==> config.mk <==
export PLATFORM = sky130hd
export DESIGN_NAME = sdram_cmd_tracker
export DESIGN_NICKNAME = d
export VERILOG_FILES = /design/src/rtl/sdram_cmd_pkg.sv /design/src/rtl/sdram_pin_decode.sv /design/src/rtl/sdram_bank_slot.sv /design/src/rtl/sdram_cmd_tracker.sv
export SDC_FILE = /design/constraint.sdc
export NUM_CORES = 1
export LEC_CHECK = 0
export BUFFER_PORTS_ARGS = -buffer_cell sky130_fd_sc_hd__buf_4
export CAP_MARGIN = 20
export CELL_PAD_IN_SITES_DETAIL_PLACEMENT = 1
export CELL_PAD_IN_SITES_GLOBAL_PLACEMENT = 2
export CORE_ASPECT_RATIO = 0.75
export CORE_MARGIN = 2
export CORE_UTILIZATION = 30
export CTS_CLUSTER_DIAMETER = 60
export DETAILED_ROUTE_END_ITERATION = 6
export PLACE_DENSITY = 0.74
export SYNTH_ARGS = -nofsm -noshare
export SYNTH_HDL_FRONTEND = slang
export SYNTH_SLANG_ARGS = --single-unit
==> constraint.sdc <==
create_clock -name clk_i -period 2.2 [get_ports clk_i]
set_clock_uncertainty 0.2 [all_clocks]
set_input_delay 0.33 -clock clk_i [delete_from_list [all_inputs] [get_ports clk_i]]
set_output_delay 0.33 -clock clk_i [all_outputs]
set_load 0.02 [all_outputs]
==> src/rtl/sdram_cmd_pkg.sv <==
package sdram_cmd_pkg;

    typedef enum logic [3:0] {
        CMD_DESL,
        CMD_NOP,
        CMD_MRS,
        CMD_REF,
        CMD_PRE,
        CMD_ACT,
        CMD_WR,
        CMD_RD,
        CMD_BST
    } sdram_cmd_e;

    localparam logic [2:0] BURST_FULL_PAGE = 3'b111;
    localparam int         BURST_CODE_W    = 3;

endpackage

==> src/rtl/sdram_pin_decode.sv <==
module sdram_pin_decode
    import sdram_cmd_pkg::*;
(
    input  logic       cs_ni,
    input  logic       ras_ni,
    input  logic       cas_ni,
    input  logic       we_ni,
    output sdram_cmd_e cmd_o
);

    always_comb begin
        if (cs_ni) begin
            cmd_o = CMD_DESL;
        end else begin
            unique case ({ras_ni, cas_ni, we_ni})
                3'b000:  cmd_o = CMD_MRS;
                3'b001:  cmd_o = CMD_REF;
                3'b010:  cmd_o = CMD_PRE;
                3'b011:  cmd_o = CMD_ACT;
                3'b100:  cmd_o = CMD_WR;
                3'b101:  cmd_o = CMD_RD;
                3'b110:  cmd_o = CMD_BST;
                default: cmd_o = CMD_NOP;
            endcase
        end
    end

endmodule

==> src/rtl/sdram_bank_slot.sv <==
module sdram_bank_slot #(
    parameter int ROW_W = 11
) (
    input  logic             clk_i,
    input  logic             rst_ni,
    input  logic             open_i,
    input  logic             close_i,
    input  logic [ROW_W-1:0] row_i,
    output logic             active_o,
    output logic [ROW_W-1:0] row_o
);

    typedef struct packed {
        logic             active;
        logic [ROW_W-1:0] row;
    } slot_t;

    slot_t slot_d, slot_q;

    always_comb begin
        slot_d = slot_q;
        if (open_i) begin
            slot_d.active = 1'b1;
            slot_d.row    = row_i;
        end else if (close_i) begin
            slot_d.active = 1'b0;
        end
    end

    always_ff @(posedge clk_i) begin
        if (!rst_ni) begin
            slot_q <= '0;
        end else begin
            slot_q <= slot_d;
        end
    end

    assign active_o = slot_q.active;
    assign row_o    = slot_q.row;

    // an open request leaves the bank active with the offered row
    assert_open_latch_R3: assert property (@(posedge clk_i) disable iff (!rst_ni)
        open_i |=> (active_o && row_o == $past(row_i)));

    // a close request alone returns the bank to idle
    assert_close_idle_R5: assert property (@(posedge clk_i) disable iff (!rst_ni)
        (close_i && !open_i) |=> !active_o);

    // without a request the bank state and row do not move
    assert_hold_R9: assert property (@(posedge clk_i) disable iff (!rst_ni)
        (!open_i && !close_i) |=> ($stable(active_o) && $stable(row_o)));

endmodule

==> src/rtl/sdram_cmd_tracker.sv <==
module sdram_cmd_tracker
    import sdram_cmd_pkg::*;
#(
    parameter int ROW_W  = 11,
    parameter int COL_W  = 8,
    parameter int BANK_W = 1,
    parameter int AP_BIT = 10
) (
    input  logic                      clk_i,
    input  logic                      rst_ni,
    input  logic                      cs_ni,
    input  logic                      ras_ni,
    input  logic                      cas_ni,
    input  logic                      we_ni,
    input  logic [ROW_W+BANK_W-1:0]   addr_i,
    output logic                      act_o,
    output logic                      rd_o,
    output logic                      wr_o,
    output logic                      pre_o,
    output logic                      pre_all_o,
    output logic                      ref_o,
    output logic                      mrs_o,
    output logic                      bst_o,
    output logic                      auto_pre_o,
    output logic [BANK_W-1:0]         bank_o,
    output logic [ROW_W-1:0]          row_o,
    output logic [COL_W-1:0]          col_o,
    output logic [(1<<BANK_W)-1:0]    bank_active_o,
    output logic                      prot_err_o
);

    localparam int ADDR_W    = ROW_W + BANK_W;
    localparam int NUM_BANKS = 1 << BANK_W;

    typedef struct packed {
        logic                    mode_ok;
        logic [BURST_CODE_W-1:0] burst;
        logic                    err;
        logic                    act;
        logic                    rd;
        logic                    wr;
        logic                    pre;
        logic                    pre_all;
        logic                    refr;
        logic                    mrs;
        logic                    bst;
        logic                    ap;
        logic [BANK_W-1:0]       bank;
        logic [ROW_W-1:0]        row;
        logic [COL_W-1:0]        col;
    } track_t;

    track_t st_d, st_q;

    sdram_cmd_e cmd;

    logic [NUM_BANKS-1:0] open_v;
    logic [NUM_BANKS-1:0] close_v;
    logic [NUM_BANKS-1:0] slot_active;
    logic [ROW_W-1:0]     slot_row [NUM_BANKS];

    logic [BANK_W-1:0] bank_sel;
    logic              sel_active;
    logic              any_active;
    logic              ap_req;

    sdram_pin_decode u_decode (
        .cs_ni  (cs_ni),
        .ras_ni (ras_ni),
        .cas_ni (cas_ni),
        .we_ni  (we_ni),
        .cmd_o  (cmd)
    );

    for (genvar b = 0; b < NUM_BANKS; b++) begin : g_bank
        sdram_bank_slot #(
            .ROW_W (ROW_W)
        ) u_slot (
            .clk_i    (clk_i),
            .rst_ni   (rst_ni),
            .open_i   (open_v[b]),
            .close_i  (close_v[b]),
            .row_i    (addr_i[ROW_W-1:0]),
            .active_o (slot_active[b]),
            .row_o    (slot_row[b])
        );
    end

    assign bank_sel   = addr_i[ADDR_W-1 -: BANK_W];
    assign sel_active = slot_active[bank_sel];
    assign any_active = |slot_active;
    assign ap_req     = addr_i[AP_BIT];

    always_comb begin
        st_d         = st_q;
        st_d.act     = 1'b0;
        st_d.rd      = 1'b0;
        st_d.wr      = 1'b0;
        st_d.pre     = 1'b0;
        st_d.pre_all = 1'b0;
        st_d.refr    = 1'b0;
        st_d.mrs     = 1'b0;
        st_d.bst     = 1'b0;
        st_d.ap      = 1'b0;
        open_v       = '0;
        close_v      = '0;

        unique case (cmd)
            CMD_MRS: begin
                if (any_active) begin
                    st_d.err = 1'b1;
                end else begin
                    st_d.mrs     = 1'b1;
                    st_d.mode_ok = 1'b1;
                    st_d.burst   = addr_i[BURST_CODE_W-1:0];
                end
            end
            CMD_REF: begin
                if (!st_q.mode_ok || any_active) begin
                    st_d.err = 1'b1;
                end else begin
                    st_d.refr = 1'b1;
                end
            end
            CMD_PRE: begin
                st_d.pre  = 1'b1;
                st_d.bank = bank_sel;
                if (ap_req) begin
                    st_d.pre_all = 1'b1;
                    close_v      = '1;
                end else begin
                    close_v[bank_sel] = 1'b1;
                end
            end
            CMD_ACT: begin
                if (!st_q.mode_ok || sel_active) begin
                    st_d.err = 1'b1;
                end else begin
                    st_d.act         = 1'b1;
                    st_d.bank        = bank_sel;
                    st_d.row         = addr_i[ROW_W-1:0];
                    open_v[bank_sel] = 1'b1;
                end
            end
            CMD_RD, CMD_WR: begin
                if (!st_q.mode_ok || !sel_active) begin
                    st_d.err = 1'b1;
                end else begin
                    st_d.rd   = (cmd == CMD_RD);
                    st_d.wr   = (cmd == CMD_WR);
                    st_d.bank = bank_sel;
                    st_d.row  = slot_row[bank_sel];
                    st_d.col  = addr_i[COL_W-1:0];
                    if (ap_req && st_q.burst != BURST_FULL_PAGE) begin
                        st_d.ap           = 1'b1;
                        close_v[bank_sel] = 1'b1;
                    end
                end
            end
            CMD_BST: begin
                st_d.bst = 1'b1;
            end
            default: begin
            end
        endcase
    end

    always_ff @(posedge clk_i) begin
        if (!rst_ni) begin
            st_q <= '0;
        end else begin
            st_q <= st_d;
        end
    end

    assign act_o         = st_q.act;
    assign rd_o          = st_q.rd;
    assign wr_o          = st_q.wr;
    assign pre_o         = st_q.pre;
    assign pre_all_o     = st_q.pre_all;
    assign ref_o         = st_q.refr;
    assign mrs_o         = st_q.mrs;
    assign bst_o         = st_q.bst;
    assign auto_pre_o    = st_q.ap;
    assign bank_o        = st_q.bank;
    assign row_o         = st_q.row;
    assign col_o         = st_q.col;
    assign bank_active_o = slot_active;
    assign prot_err_o    = st_q.err;

    // never more than one command pulse in a cycle
    assert_one_pulse_R1: assert property (@(posedge clk_i) disable iff (!rst_ni)
        $onehot0({act_o, rd_o, wr_o, pre_o, ref_o, mrs_o, bst_o}));

    // a deselected cycle yields no pulse and leaves the banks alone
    assert_deselect_R2: assert property (@(posedge clk_i) disable iff (!rst_ni)
        cs_ni |=> (!act_o && !rd_o && !wr_o && !pre_o && !ref_o && !mrs_o && !bst_o
                   && $stable(bank_active_o) && $stable(prot_err_o)));

    // precharge with the scope bit high leaves every bank idle
    assert_pre_all_R5: assert property (@(posedge clk_i) disable iff (!rst_ni)
        (cmd == CMD_PRE && ap_req) |=> (bank_active_o == '0 && pre_all_o));

    // activate before the mode is programmed is flagged and refused
    assert_no_mode_R7: assert property (@(posedge clk_i) disable iff (!rst_ni)
        (cmd == CMD_ACT && !st_q.mode_ok) |=> (prot_err_o && !act_o));

    // access to an idle bank is flagged and produces no pulse
    assert_idle_access_R8: assert property (@(posedge clk_i) disable iff (!rst_ni)
        ((cmd == CMD_RD || cmd == CMD_WR) && !sel_active) |=> (prot_err_o && !rd_o && !wr_o));

    // the error flag stays set until reset
    assert_err_sticky_R9: assert property (@(posedge clk_i) disable iff (!rst_ni)
        prot_err_o |=> prot_err_o);

    // auto-precharge pulse only accompanies a read or write
    assert_ap_qualified_R6: assert property (@(posedge clk_i) disable iff (!rst_ni)
        auto_pre_o |-> (rd_o || wr_o));

endmodule

; After elaboration in Yosys (flattened, before gate mapping)
; Cells that the tools add are included.
; Widths: inputs -> output; s select.
[op_classes]
n_eq_ne = 20
bitwise_logic = 5
n_lt_le_gt_ge = 3
reduce_logical = 25
muxes = 35
[ops]
columns = cell, n
row1 = $mux 11, 3
row2 = $pmux 4 s7, 1
row3 = $pmux 11 s2, 1
row4 = $mux 20, 1
row5 = $mux 1, 17
row6 = $eq 4x3->1 const B, 4
row7 = $mux 12, 1
row8 = $mux 2, 6
row9 = $ne 2x2->1 const B, 6
row10 = $reduce_and 2->1, 6
row11 = $eq 3x3->1 const B, 3
row12 = $eq 4x2->1 const B, 2
row13 = $eq 3x2->1 const B, 2
row14 = $reduce_and 3->1, 2
row15 = $reduce_bool 2->1, 3
row16 = $reduce_and 5->1, 1
row17 = $eq 4x4->1 const B, 1
row18 = $mux 4, 1
row19 = $not 1->1, 4
row20 = $pmux 1 s4, 1
row21 = $pmux 2 s2, 1
row22 = $reduce_bool 4->1, 1
row23 = $reduce_or 2->1, 2
row24 = $eq 3x1->1 const B, 1
row25 = 13 further kinds, 17
[word_totals]
word_cells = 107
register_bits = 58
inputBits = 18
output_inout_bits = 32

; Depth between registers and ports, before layout
[logic_depth]
ltp_word = 9
ltp_mapped = 6
depth_no_buf = 4

; Modules after synthesis
; From an unflattened synthesis, not the netlist that was laid out.
[unflattened]
hier_cells = 274
hier_area_um2 = 2712.6
[by_module_without_submodules]
columns = mod, area_per_inst_um2, cells_each, seq_area_each_um2, n_inst
row1 = sdram_cmd_tracker, 1781.7, 193, 680.7, 1
row2 = sdram_bank_slot, 447.9, 38, 240.2, 2
row3 = sdram_pin_decode, 35.0, 5, 0.0, 1

; Worst setup path before layout
; No wires, ideal clock.
[synth_path]
path_type = in2reg
from = in addr_i[11]
to = reg st_q (netlist bit row_o[0])
stages = 6
setup_slack_ps = 421
n_path_buf = 2
setup_time_ps = 124
t_required_ps = 1876
t_arrival_ps = 1455
path_cell_list = buf_2 -> mux2_4 -> nor3_2 -> nand2b_1 -> buf_2 -> a21oi_1
[synth_via]
elab_chain_len = 6
elab_cells_between_ends = 14
cone_classes = 2 x eq/ne / 7 x mux / 1 x bitwise / 4 x reduce/logical
[synth_rtl]
columns = item, line_no
row1 = from (decl), sdram_cmd_tracker.sv:15  ; input logic [ROW_W+BANK_W-1:0] addr_i,
row2 = $not 1->2 (implied by the code) or $mux 1 (tied branches), "sdram_cmd_tracker.sv:152, sdram_cmd_tracker.sv:90"
row3 = $mux 11 (implied by the code) or $mux 1 (tied branches), "sdram_cmd_tracker.sv:152, sdram_cmd_tracker.sv:90"
row4 = $mux 11 (implied by the code) or $logic_not 1->1 (tied branches), "sdram_cmd_tracker.sv:152, sdram_cmd_tracker.sv:146"
row5 = $mux 11 (implied by the code) or $logic_or 1x1->1 (tied branches), "sdram_cmd_tracker.sv:152, sdram_cmd_tracker.sv:146"
row6 = $mux 20 or $ne 2x2->1 (tied branches), -
row7 = $pmux 11 s2 or $reduce_and 3->1 (tied branches), -
row8 = to (signal assigned), sdram_cmd_tracker.sv:172  ; st_q <= st_d;
row9 = to (decl), sdram_cmd_tracker.sv:53  ; track_t st_d, st_q;
; Several ways; a longest one is shown, not always the timed one. The select of a mux whose other input is x is not followed.
; A chain may end at the register's enable or synchronous reset.

; Worst setup path in the final report
[layout_path]
from = reg g_bank[1].u_slot.slot_q (netlist bit g_bank[1].u_slot.active_o)
to = reg st_q (netlist bit row_o[9])
[layout_via]
elab_chain_len = 6
elab_cells_between_ends = 8
cone_classes = 2 x eq/ne / 2 x mux / 4 x reduce/logical
[layout_rtl]
columns = item, line_no
row1 = from (decl), sdram_bank_slot.sv:18  ; slot_t slot_d, slot_q;
row2 = from (signal assigned), sdram_bank_slot.sv:34  ; slot_q <= slot_d;
row3 = $mux 1 (implied by the code) * (2 in series), sdram_cmd_tracker.sv:90  ; assign sel_active = slot_active[bank_sel];
row4 = $logic_not 1->1, sdram_cmd_tracker.sv:146  ; if (!st_q.mode_ok || !sel_active) begin
row5 = $logic_or 1x1->1, sdram_cmd_tracker.sv:146
row6 = $ne 2x2->1 (no line), -
row7 = $reduce_and 3->1 (no line) *, -
; Mark *: on every way between the ends. The rest lies on a longest branch, timed or not. The select of a mux whose other input is x is not followed.

==> results.md <==
- Period utilization: 0.791
- Width of the die: 112 um
- Remaining antenna violation count after routing: 0
- Rel. slew slack: 0.662
- Area share of the leading cell type in the synthesized netlist: 0.446
- Via count of the first global-routing pass: 2053
- Max Transition Viols Final: 0
- Highest net fanout along the worst path: 18
- Leading cell type in the layout, fill and taps excluded: buf_4
- Async set or reset register ratio after synthesis: 0
- Critical path capture point: row_o[9]$_SDFFE_PN0P_
- RSZ-0062 raised after global routing: no
- Total clock buffers created by CTS: 9
- Net switching fraction of the power: 0.207
- Routed wire length: 6460 um
- Post-DR wirelength/cell: 15.7 um
- Relative area change from synthesis to final layout: 25.2%
- Clock tree from TritonCTS: done
- Peak supply drop: 0.363 mV
- Fillcell total: 972
- Flop-to-flop setup slack: 460 ps
- Clock latency reported for the late side of the worst-skew pair: 320 ps
- Total die area: 0.00946 mm2
- Number of failing hold endpoints at the final stage: 0
- Status: complete, no violations
- Number of iterations in the first detailed-routing pass: 4
- Buffer cell driving the clock tree root: clkbuf_16
- Netlist cell types: 39
- Cell internal pwr: 2040 uW
- Post-CTS Setup Inserts: 0
- Cell types with the largest area share after synthesis: dfxtp_1, mux2i_1, buf_4
- Post-detailed-placement half-perimeter wirelength: 4410 um
- Slew of the pin with the lowest slew margin: 507 ps
- DRC marker count from the first detailed-route iteration: 57
- Endpoint kind of the worst setup timing path: flip-flop
- Synth Cell Area: 0.00261 mm2
- Commonest cells after routing, fill and taps aside: buf_4, dfxtp_1, nand2_1
- Number of remaining DRC errors: 0
- Class of the tightest hold or removal check: primary input to flip-flop
- Primary FF master, synth: dfxtp_1
- Cts-stage hold buffer count: 0
- CP Data Required Time: 2210 ps
- Cell leakage power: 0.00139 uW
- Final setup vio count: 0
- Gpl congestion: 0.735
- Number of standard-cell rows in the floorplan: 29
- Instance count of the mapped netlist: 268
- Post-route core utilization: 0.386
- Number of gates given a new drive strength after cts: 0
- Number of antenna repair diodes: 0
- Switching power summed over all nets: 532 uW
- Startpoint type of the worst setup path: flip-flop
- Power per standard cell area: 787 mW/mm2
- Number of I/O port buffers: 49
- Net count of the mapped netlist: 286
- Crit Reg-Reg Startpoint: g_bank[1].u_slot.active_o$_SDFFE_PN0P_
- Grt total ovfl: 0
- Clk slew on worst S/H paths: 50 ps
- Fraction of power consumed by combinational cells: 0.051
- Number of nets in the final layout: 318
- Arrival time worst endpoint: 1750 ps
- Die Height: 84.7 um
- Worst Reg-to-Reg Cells: 5
- EDFF count, synth: 0
- Total number of vias: 1999
- # H-tree levels: 3
- Initial core utilization: 0.308
- Buffers from clock root to sink, at most: 2
- DR vias/cell: 4.86
- Fraction of final layout cells sized beyond drive strength 1: 0.304
- Most area-hungry cell type in the Yosys netlist: dfxtp_1
- Hold WS: 25.7 ps
- Final Critical Period: 1740 ps
- I/O pin count: 50
- Timing-limited maximum frequency: 575 MHz
- Wire length of the first global-routing pass: 10600 um
- Critical register-to-register path endpoint: row_o[9]$_SDFFE_PN0P_
- Sequential share of power: 0.414
- Maximum number of pins on one net before global-route repair: 60
- Clock Power Share: 0.535
- Mean cell area of the mapped netlist: 9.72 um2
- Start-to-end type of the worst setup path: flip-flop to flip-flop
- Core area: 0.00845 mm2
- Number of violations of the max-capacitance limit: 0
- Sequential-to-total area share from yosys stat: 0.446
- Ys Warns: 0
- All-Layer GR Usage: 0.144
- Register bit total from synthesis: 58
- Crit path from: g_bank[1].u_slot.active_o$_SDFFE_PN0P_
- Antenna violations before repair: 0
- Setup TNS after final layout: 0 ps
- Number of sinks on the clock net: 58
flip-flops by register name, summed over array words and instances, names as in the netlist, 2 cells and up:
name                    flops
g_bank.u_slot.row_o        22
st_q                        4
row_o                      11
col_o                       8
g_bank.u_slot.active_o      2
cell usage after synthesis, types with 2 or more instances:
| cell type | number |
|---|---|
| nor2_1 | 4 |
| nor2b_1 | 22 |
| nand3b_1 | 2 |
| mux2i_1 | 22 |
| and2_1 | 4 |
| and3_1 | 4 |
| mux2_2 | 10 |
| dfxtp_1 | 58 |
| nand3_1 | 4 |
| o311ai_0 | 2 |
| clkbuf_1 | 10 |
| a22oi_1 | 10 |
| nand2_1 | 25 |
| nand2b_1 | 2 |
| buf_2 | 5 |
| inv_1 | 4 |
| a21oi_1 | 11 |
| buf_4 | 22 |
| a21boi_0 | 12 |
| o21ai_0 | 6 |
| o31ai_1 | 10 |
| nor4_1 | 2 |
cells by family (layout without fill, tap and decap cells):
| logic type | after synthesis | count (layout) | synth area share |
|---|---|---|---|
| buffers and inverters | 43 | 78 | 0.0989 |
| AND/OR/NAND/NOR | 79 | 79 | 0.177 |
| flip-flops | 58 | 58 | 0.446 |
| AO/OA/AOI/OAI | 55 | 55 | 0.145 |
| multiplexers | 33 | 33 | 0.133 |
area by class of cell:
cell class / instances / area (um2) / area share
well taps: 108 / 135 / 0.0414
clock buffers: 11 / 253 / 0.0775
flip-flops and latches: 58 / 1160 / 0.356
repair buffers: 60 / 463 / 0.142
clock inverters: 3 / 40.0 / 0.0123
inverters: 4 / 15.0 / 0.00460
multi-input cells: 167 / 1200 / 0.367
layer usage:
layer | wire length [um] | vias up | GRT usage
met2 | 2880 | 40 | 0.224
met5 | 0 | - | 0
met4 | 82 | 0 | 0.0539
met1 | 3190 | 966 | 0.186
met3 | 312 | 9 | 0.0498
li1 | - | 984 | -
how the worst min path moves through the flow:
| stage | start | end | slack (ps) | depth (start not counted) |
|---|---|---|---|---|
| after floorplan | we_ni | wr_o$_SDFF_PP0_ | 200 | 1 |
| after global placement | prot_err_o$_SDFFE_PN0P_ | prot_err_o$_SDFFE_PN0P_ | 240 | 2 |
| after detailed placement | col_o[5]$_SDFFE_PN0P_ | col_o[5]$_SDFFE_PN0P_ | 260 | 2 |
| after CTS | we_ni | wr_o$_SDFF_PP0_ | 10 | 2 |
| after global routing | we_ni | wr_o$_SDFF_PP0_ | 30 | 2 |
| final | we_ni | wr_o$_SDFF_PP0_ | 30 | 2 |
power by group through the flow:
stage / combinational [uW] / clock [uW] / sequential, uW
2_1_floorplan: 61.9 / 0 / 1090
3_3_place_gp: 133 / 0 / 1080
3_5_place_dp: 133 / 0 / 1080
4_1_cts: 134 / 1420 / 1060
5_1_grt: 144 / 1460 / 1060
6_report: 131 / 1380 / 1060
per-stage QoR:
stage	power (uW)	instances	setup WS [ps]	cell area, um2
global placement	1220	397	303	2970
global route	2660	411	340	3260
detailed placement	1220	397	295	2970
floorplan	1150	268	421	2610
CTS	2610	411	442	3260
finish	2570	411	460	3260
critical path, cell delays in order (launching register included):
cell,delay [ps]
dfxtp_1,390
mux2_4,320
and2_1,200
buf_4,210
o31ai_1,230
a21oi_1,60
No activity file was read; power rests on OpenSTA's default activity.
